File: config.mk
export PLATFORM = sky130hd
export DESIGN_NAME = flash_rd_path
export DESIGN_NICKNAME = d
export VERILOG_FILES = /design/src/rtl/flash_rd_path.sv
export SDC_FILE = /design/constraint.sdc
export NUM_CORES = 1
export LEC_CHECK = 0
export ABC_AREA = 1
export CAP_MARGIN = 5
export CORE_MARGIN = 5
export CORE_UTILIZATION = 42
export DETAILED_ROUTE_END_ITERATION = 6
export MAX_ROUTING_LAYER = met4
export PLACE_DENSITY_LB_ADDON = 0.08
export SETUP_SLACK_MARGIN = 0.2
export SLEW_MARGIN = 40
export SYNTH_ARGS = -nofsm -noshare
export SYNTH_HDL_FRONTEND = slang
export SYNTH_SLANG_ARGS = --single-unit
File: constraint.sdc
create_clock -name clk -period 0.8 [get_ports clk]
set_input_delay 0.12 -clock clk [delete_from_list [all_inputs] [get_ports clk]]
set_output_delay 0.12 -clock clk [all_outputs]
set_load 0.01 [all_outputs]
File: src/rtl/flash_rd_path.sv
module flash_rd_path #(
  parameter int ADDR_W     = 16,
  parameter int BANK_W     = 4,
  parameter int DEV_W      = 1,
  parameter int MAX_DEV_W  = 2,
  parameter bit BIG_ENDIAN = 1'b0,
  parameter bit SECURE_EN  = 1'b0,
  parameter int SECT_BYTES = 65536,
  parameter int NUM_BLKS   = 64
) (
  input  logic              clk,
  input  logic              rst_n,
  input  logic              rd_en,
  input  logic [ADDR_W-1:0] rd_addr,
  input  logic [1:0]        rd_size,
  input  logic              rd_secure,
  input  logic [7:0]        mode,
  input  logic [7:0]        status,
  input  logic [15:0]       mfr_id,
  input  logic [15:0]       dev_id,
  input  logic [31:0]       arr_bytes,
  output logic [31:0]       rd_data,
  output logic              rd_valid,
  output logic              mode_clr
);

  localparam int          NUM_DEV  = BANK_W / DEV_W;
  localparam int          SH       = $clog2(BANK_W) + $clog2(MAX_DEV_W) - $clog2(DEV_W);
  localparam logic [31:0] SPD      = 32'(SECT_BYTES / NUM_DEV);
  localparam logic [15:0] BLK_M1   = 16'(NUM_BLKS - 1);
  localparam logic [7:0]  SIZE_LOG = 8'($clog2(SECT_BYTES / NUM_DEV * NUM_BLKS));
  localparam logic [7:0]  WB_LOG   = (BANK_W == 1) ? 8'h08 : 8'h0B;
  localparam logic [7:0]  MODE_ARR = 8'hFF;
  localparam logic [7:0]  MODE_ID  = 8'h90;
  localparam logic [7:0]  MODE_QRY = 8'h98;

  function automatic logic [7:0] qbyte(input logic [ADDR_W-1:0] off);
    logic [7:0] b;
    b = 8'h00;
    if ((off >> 6) == '0) begin
      case (off[5:0])
        6'h10: b = 8'h51;
        6'h11: b = 8'h52;
        6'h12: b = 8'h59;
        6'h13: b = 8'h01;
        6'h15: b = 8'h31;
        6'h1B: b = 8'h45;
        6'h1C: b = 8'h55;
        6'h1F: b = 8'h07;
        6'h20: b = 8'h07;
        6'h21: b = 8'h0A;
        6'h23: b = 8'h04;
        6'h24: b = 8'h04;
        6'h25: b = 8'h04;
        6'h27: b = SIZE_LOG;
        6'h28: b = 8'h02;
        6'h2A: b = WB_LOG;
        6'h2C: b = 8'h01;
        6'h2D: b = BLK_M1[7:0];
        6'h2E: b = BLK_M1[15:8];
        6'h2F: b = SPD[15:8];
        6'h30: b = SPD[23:16];
        6'h31: b = 8'h50;
        6'h32: b = 8'h52;
        6'h33: b = 8'h49;
        6'h34: b = 8'h31;
        6'h35: b = 8'h30;
        6'h3F: b = 8'h01;
        default: b = 8'h00;
      endcase
    end
    return b;
  endfunction

  function automatic logic [31:0] bank_q(input logic [ADDR_W-1:0] a, input logic id,
                                         input logic [15:0] m, input logic [15:0] d);
    logic [ADDR_W-1:0] off;
    logic [31:0]       dw;
    logic [31:0]       r;
    off = a >> SH;
    if (id)
      dw = (off[7:0] == 8'd0) ? {16'h0, m} : (off[7:0] == 8'd1) ? {16'h0, d} : 32'h0;
    else if (DEV_W != MAX_DEV_W)
      dw = {4{qbyte(off)}};
    else
      dw = {24'h0, qbyte(off)};
    r = '0;
    for (int i = 0; i < BANK_W; i++) r[8*i +: 8] = dw[8*(i % DEV_W) +: 8];
    return r;
  endfunction

  logic        use_mode, is_status, id_low0;
  logic [2:0]  nbytes;
  logic [31:0] arr_word, stat_word, qry_word, raw, nxt_data;
  logic        nxt_clr;

  assign use_mode  = !SECURE_EN || rd_secure;
  assign nbytes    = (rd_size == 2'd0) ? 3'd1 : (rd_size == 2'd1) ? 3'd2 : 3'd4;
  assign is_status = (mode == 8'h10) || (mode == 8'h20) || (mode == 8'h28) || (mode == 8'h40) ||
                     (mode == 8'h50) || (mode == 8'h60) || (mode == 8'h70) || (mode == 8'hE8);
  assign id_low0   = ((rd_addr >> SH) & ADDR_W'(8'hFF)) == '0;

  always_comb begin
    logic [31:0] qr [4];
    if (!BIG_ENDIAN)
      arr_word = arr_bytes;
    else if (rd_size == 2'd0)
      arr_word = {24'h0, arr_bytes[7:0]};
    else if (rd_size == 2'd1)
      arr_word = {16'h0, arr_bytes[7:0], arr_bytes[15:8]};
    else
      arr_word = {arr_bytes[7:0], arr_bytes[15:8], arr_bytes[23:16], arr_bytes[31:24]};
    for (int j = 0; j < 4; j++)
      qr[j] = bank_q(rd_addr + ADDR_W'(j * BANK_W), mode == MODE_ID, mfr_id, dev_id);
    for (int k = 0; k < 4; k++) begin
      qry_word[8*k +: 8]  = qr[k / BANK_W][8*(k % BANK_W) +: 8];
      stat_word[8*k +: 8] = ((k % DEV_W) == 0) ? status : 8'h00;
    end
    nxt_clr = 1'b0;
    if (!use_mode)                                  raw = arr_word;
    else if (is_status)                             raw = stat_word;
    else if (mode == MODE_ID || mode == MODE_QRY)   raw = qry_word;
    else if (mode == MODE_ARR)                      raw = arr_word;
    else begin
      raw     = arr_word;
      nxt_clr = 1'b1;
    end
    for (int k = 0; k < 4; k++)
      nxt_data[8*k +: 8] = (k < int'(nbytes)) ? raw[8*k +: 8] : 8'h00;
  end

  always_ff @(posedge clk or negedge rst_n) begin
    if (!rst_n) begin
      rd_data  <= '0;
      rd_valid <= 1'b0;
      mode_clr <= 1'b0;
    end else begin
      rd_valid <= rd_en;
      mode_clr <= rd_en && nxt_clr;
      if (rd_en) rd_data <= nxt_data;
    end
  end


  valid_follows_en_chk: assert property (@(posedge clk) disable iff (!rst_n)
    rd_en |=> rd_valid);

  valid_needs_en_chk: assert property (@(posedge clk) disable iff (!rst_n)
    rd_valid |-> $past(rd_en));

  clr_with_valid_chk: assert property (@(posedge clk) disable iff (!rst_n)
    mode_clr |-> rd_valid);

  narrow_zero_chk: assert property (@(posedge clk) disable iff (!rst_n)
    (rd_en && rd_size == 2'd0) |=> (rd_data[31:8] == 24'h0));

  status_lane_chk: assert property (@(posedge clk) disable iff (!rst_n)
    (rd_en && use_mode && is_status) |=> (rd_data[7:0] == $past(status)));

  secure_no_clr_chk: assert property (@(posedge clk) disable iff (!rst_n)
    (rd_en && SECURE_EN != 1'b0 && !rd_secure) |=> !mode_clr);

  id_mfr_chk: assert property (@(posedge clk) disable iff (!rst_n)
    (rd_en && use_mode && mode == MODE_ID && id_low0) |=> (rd_data[7:0] == $past(mfr_id[7:0])));

endmodule

Word-level counts from Yosys, hierarchy flattened. Memory sizes are Yosys's and may differ from the RTL's. Index checks and enable logic that the tools add are counted.

Flip-flop bits (word level): 34. ROM bits: 448. Output and inout bits: 34. Logic and storage cells: 48. Input bits: 102. Memories kept: 1.

Memory list: (no name shown) (depth 64, bits a word 7, rd ports 1, clocked after Yosys merged registers in 0, write ports 0, RTL line 41) `case (off[5:0])`.

Equality and inequality tests: 13. $lt $le $gt $ge: 4. Multiplexer cells: 15. Reduce and logical (&&, ||, !) cells: 12.

Operators with widths (count): 32-bit 2-to-1 mux (2); 8-bit 2-to-1 mux (8); 8-bit by 7-bit == test with 1-bit output, second input constant (4); 8-bit == test, second input constant (4); 8-bit by 6-bit == test with 1-bit output, second input constant (2); 16-bit logical NOT (1); 8-bit by 1-bit == test with 1-bit output, second input constant (1); 8-bit by 5-bit == test with 1-bit output, second input constant (1); 8-bit logical NOT (1); 1-bit logical OR (8); 1-bit by 3-bit < comparator with 1-bit output, first input constant (2); 2-bit by 3-bit < comparator with 1-bit output, first input constant (2); 3-bit 2-to-1 mux (2); 1-bit 2-to-1 mux (3); 2-bit by 1-bit == test with 1-bit output, second input constant (1); 2-bit logical NOT (1); 1-bit logical AND (1).

Longest topological paths before layout.
Depth after elaboration: 10. Gate-level depth with buffers: 16. Mapped depth without buffers: 16.

Worst setup path before layout. Ideal clock, no wire load.

Path type: input port to flip-flop. From: input port rd_addr[4]. To: register rd_data[16]. Path buffers: 0. Library setup time: 0.116 ns. Path slack: -0.531 ns. Stages on the path: 16. Required time: 0.684 ns. Arrival: 1.215 ns. Path through: inv_1 ha_1 nand2_1 inv_1 nand2_1 nand3_1 nor2_1 nor2_2 nand2_1 nand2_2 nand2_2 nand2_2 nand2_1 nand2_1 nand2_1 nand2_1.

Longest elaborated chain between the ends: 7. Elaborated cells on any way between the ends: 10. Those cells by class: 1 x eq/ne; 7 x mux; 1 x reduce/logical; 1 x memory.

Ends and longest elaborated chain: from (decl) (RTL line 14) `input logic [ADDR_W-1:0] rd_addr,`; branches (longest 3 deep; another with memory 64 x 7 bit); 8-bit 2-to-1 mux * (RTL line 81) `if (id)`; 32-bit 2-to-1 mux * (RTL line 122) `else if (mode == MODE_ID || mode == MODE_QRY) raw = qry_word;`; 32-bit 2-to-1 mux * (RTL line 121) `else if (is_status) raw = stat_word;`; 8-bit 2-to-1 mux * (RTL line 129) `nxt_data[8*k +: 8] = (k < int'(nbytes)) ? raw[8*k +: 8] : 8'h00;`; to (signal assigned) (RTL line 140) `if (rd_en) rd_data <= nxt_data;`; to (decl) (RTL line 22) `output logic [31:0] rd_data,`.

Mark *: on every way between the ends. A chain may end at the register's enable or synchronous reset.

Worst setup path in the final report.
From: input port rd_addr[4]. To: register rd_data[3].

The elaborated chain is that of the path after synthesis.

==> qor.csv <==
stage,metric,value,unit
power,clkPwrFrac,32.2,%
floorplan,dieArea,8840,sq um
power,leakagePower,2.93,nW
drt,finalWirelength,11200,um
place,post-dp-hpwl,7920,um
power,power.switching,1.77,mW
yosys,ys_ff_latch,34,
min_path,worstHoldPathType,input port to async pin,
power,ir_drop,0.638,mV
cts,numClockSinks,34,
worst_setup_path,crit_family,simple AND/OR/NAND/NOR gates,
power,p_per_area,1100,nW/um^2
worst_setup_path,endpoint,rd_data[3],
drt,vias,3787,
drt,routed_via_density,4.89,
sta,hold_slack,-0.335,ns
worst_setup_path,cp-start-kind,input port,
sta,fin_crit,1.27,ns
sta,worst_slack,-0.468,ns
floorplan,dieHeight,94.0,um
worst_setup_path,cp_cell_sequence,buf_8 > buf_6 > ha_4 > inv_4 > nor2_1 > a21oi_1 > nand2_1 > o211ai_1 > nand2_1 > nand2_2 > nand2_4 > nand2_2 > nand2_1 > nand2_1 > nand2_1,
drt,drt_iter0_drc,149,
run_status,violations,"hold timing, setup timing",
drt,firstDrtPassIters,5,
yosys,async_flop_share,100,%
cts,cts_tree,built,
sta,finalClockSkew,0,ns
yosys,ys_types,33,
yosys,ys_warn_count,0,
layout,mostFrequentLayoutCells,"nand2_1, buf_4, clkdlybuf4s50_1",
worst_setup_path,slowest_stage,ha_4,
global_routing,grt.overflow.total,0,
worst_setup_path,reg2reg_depth,4,
layout,fillers,513,
cts,clk_latency,0.29,ns
global_routing,grt_antenna_before_repair,0,
cts,cts_max_path_buffers,2,
place,dp_worst_setup_slack,-1.21,ns
yosys,netlist_instances,467,
worst_setup_path,arrival,1.44,ns
floorplan,die_x,94.0,um
yosys,synthTopCellsByArea,"dfrtp_1, nand2_1, nand3_1",
worst_setup_path,cpPeakStageDelay,0.17,ns
sta,slew_headroom,82.0,%
global_routing,grt_max_degree,28,
cts,numCtsBuffers,5,
power,seq_power_share,32.4,%
place,gp_congestion,0.894,
power,combPwrFrac,35.5,%
worst_setup_path,path_class,input port to flop,
global_routing,track_usage,25.1,%
worst_setup_path,crit_buf_inv,3,
floorplan,ios,136,
sta,setup_viol,67,
yosys,synthesis.nets,577,
worst_setup_path,r2r_end,rd_data[3],
yosys,ys.flop_type,dfrtp_1,
layout,area_growth_syn_to_layout,85.9,%
yosys,synth-edff-count,0,
worst_setup_path,startpoint,rd_addr[4],
worst_setup_path,r2r_slack,-0.12,ns
job,max-cap-violations,0,
sta,fin_crit_sh,159,%
sta,rsz0062_at_grt,true,
layout,antenna_cells,0,
drt,avgRoutedWirePerCell,14.5,um
worst_setup_path,worstSetupEndpointType,flop,
sta,tightest_slew,0.268,ns
global_routing,grt_pass1_wl,17300,um
floorplan,initial_core_util,43.4,%
yosys,synth_area_leader_cell,dfrtp_1,
worst_setup_path,cp_max_fo,4,
cts,clk_pin_slew_worst_paths,0.08,ns
floorplan,core_area,6830,sq um
power,power,6.05,mW
worst_setup_path,cpMostUsedCell,nand2_1,
power,intPower,4.28,mW
global_routing,grt_pass1_vias,3740,
yosys,synth_top_area_share,28.7,%
worst_setup_path,worst-path-stages,15,
layout,final_cells,775,
layout,fin_nets,788,
place,placed_cells,725,
floorplan,rows,30,
yosys,yosysSeqAreaShare,28.7,%
power,switching_share,29.3,%
cts,clk_root_buffer_cell,clkbuf_8,
drt,drc,0,
place,numPortBuffers,115,
yosys,syn_area,2960,sq um
yosys,syn_avg_cell_area,6.35,sq um
drt,drt.antenna.violating_nets,0,
layout,final_common_cell,nand2_1,
layout,drive_gt1_share,45.2,%
sta,fmax,788,MHz
sta,maxSlewViolCount,0,
sta,hold_viol,34,
worst_setup_path,r2r_start,rd_data[3],
run_status,outcome,"complete, but fails checks",
worst_setup_path,required,0.98,ns
cts,htreeDepth,2,
[worst min-delay path by stage]
stage               startpoint  cells past startpoint        to  slack (ns)
floorplan                rst_n                      0  mode_clr       -0.18
global placement         rst_n                      1  rd_valid       -0.02
detailed placement       rst_n                      1  rd_valid       -0.01
CTS                      rst_n                      1  rd_valid       -0.33
global route             rst_n                      1  rd_valid       -0.32
finish                   rst_n                      1  rd_valid       -0.33
[Yosys cell counts, types with 5 or more instances]
| cell type | n |
|---|---|
| inv_1 | 26 |
| or2_2 | 19 |
| dfrtp_1 | 34 |
| o21ai_1 | 9 |
| nand2_2 | 13 |
| nand2_1 | 212 |
| inv_2 | 9 |
| buf_4 | 5 |
| o211ai_1 | 5 |
| nor2_2 | 7 |
| o21ai_0 | 9 |
| nand3_1 | 32 |
| nor2_1 | 42 |
| ha_1 | 8 |
[layer usage]
layer	up-vias	part of all wire [%]	GRT usage, %
li1	1874	-	-
met1	1745	38	28.0
met2	148	54	46.1
met3	20	5.9	3.53
met4	0	1.8	7.46
met5	-	0	-
[sequential cells by signal, indices dropped and copies added, names as in the netlist]
name	count
rd_data	32
mode_clr	1
rd_valid	1
[worst register-to-register path, delay by kind of cell (launching register included)]
kind / cells / cell delay, ns
flip-flops: 1 / 0.39
AND/OR/NAND/NOR: 2 / 0.16
buffers and inverters: 2 / 0.25
[layout make-up]
cell class	instances	area [sq um]	area share (%)
tap	96	120	2.18
sequential	34	851	15.4
inverter	38	176	3.20
timing repair buffer	217	1940	35.3
multi-input combinational	382	2280	41.4
clock inverter	3	68.8	1.25
clock buffer	5	68.8	1.25
[metrics by stage]
stage          utilization (%)  TNS [ns]  cell area (sq um)  hold slack, ns
2_1_floorplan                -    -15.06               2980          -0.176
4_1_cts                   76.3    -17.15               5210          -0.328
5_1_grt                   80.7    -21.32               5510          -0.317
3_3_place_gp              68.0    -43.12               4640         -0.0184
3_5_place_dp              68.0    -44.08               4640         -0.0143
6_report                  80.7    -17.27               5510          -0.335
[power groups by stage]
stage	clock network (mW)	logic, mW	registers (mW)
global placement	0	1.81	1.99
global route	2.05	2.31	1.97
CTS	1.95	1.95	1.95
finish	1.95	2.14	1.96
floorplan	0	0.638	2.06
detailed placement	0	1.83	1.99
[cells by family after synthesis]
family	Yosys count	synth area share [%]
and+or+nand+nor	345	53.6
buffers and inverters	52	8.53
DFF	34	28.7
AOI/OAI and AO/OA	28	5.83
adders and majority gates	8	3.38
[what timing repair did]
item                                    4_1_cts  5_1_grt
gates resized for setup                     296       62
endpoints found under the setup margin       67       67
pin swaps                                    61       49
gates cloned                                  3        0
endpoints found under the hold margin        34       34
buffers inserted                             27       12
No activity file was read; power rests on OpenSTA's default activity.
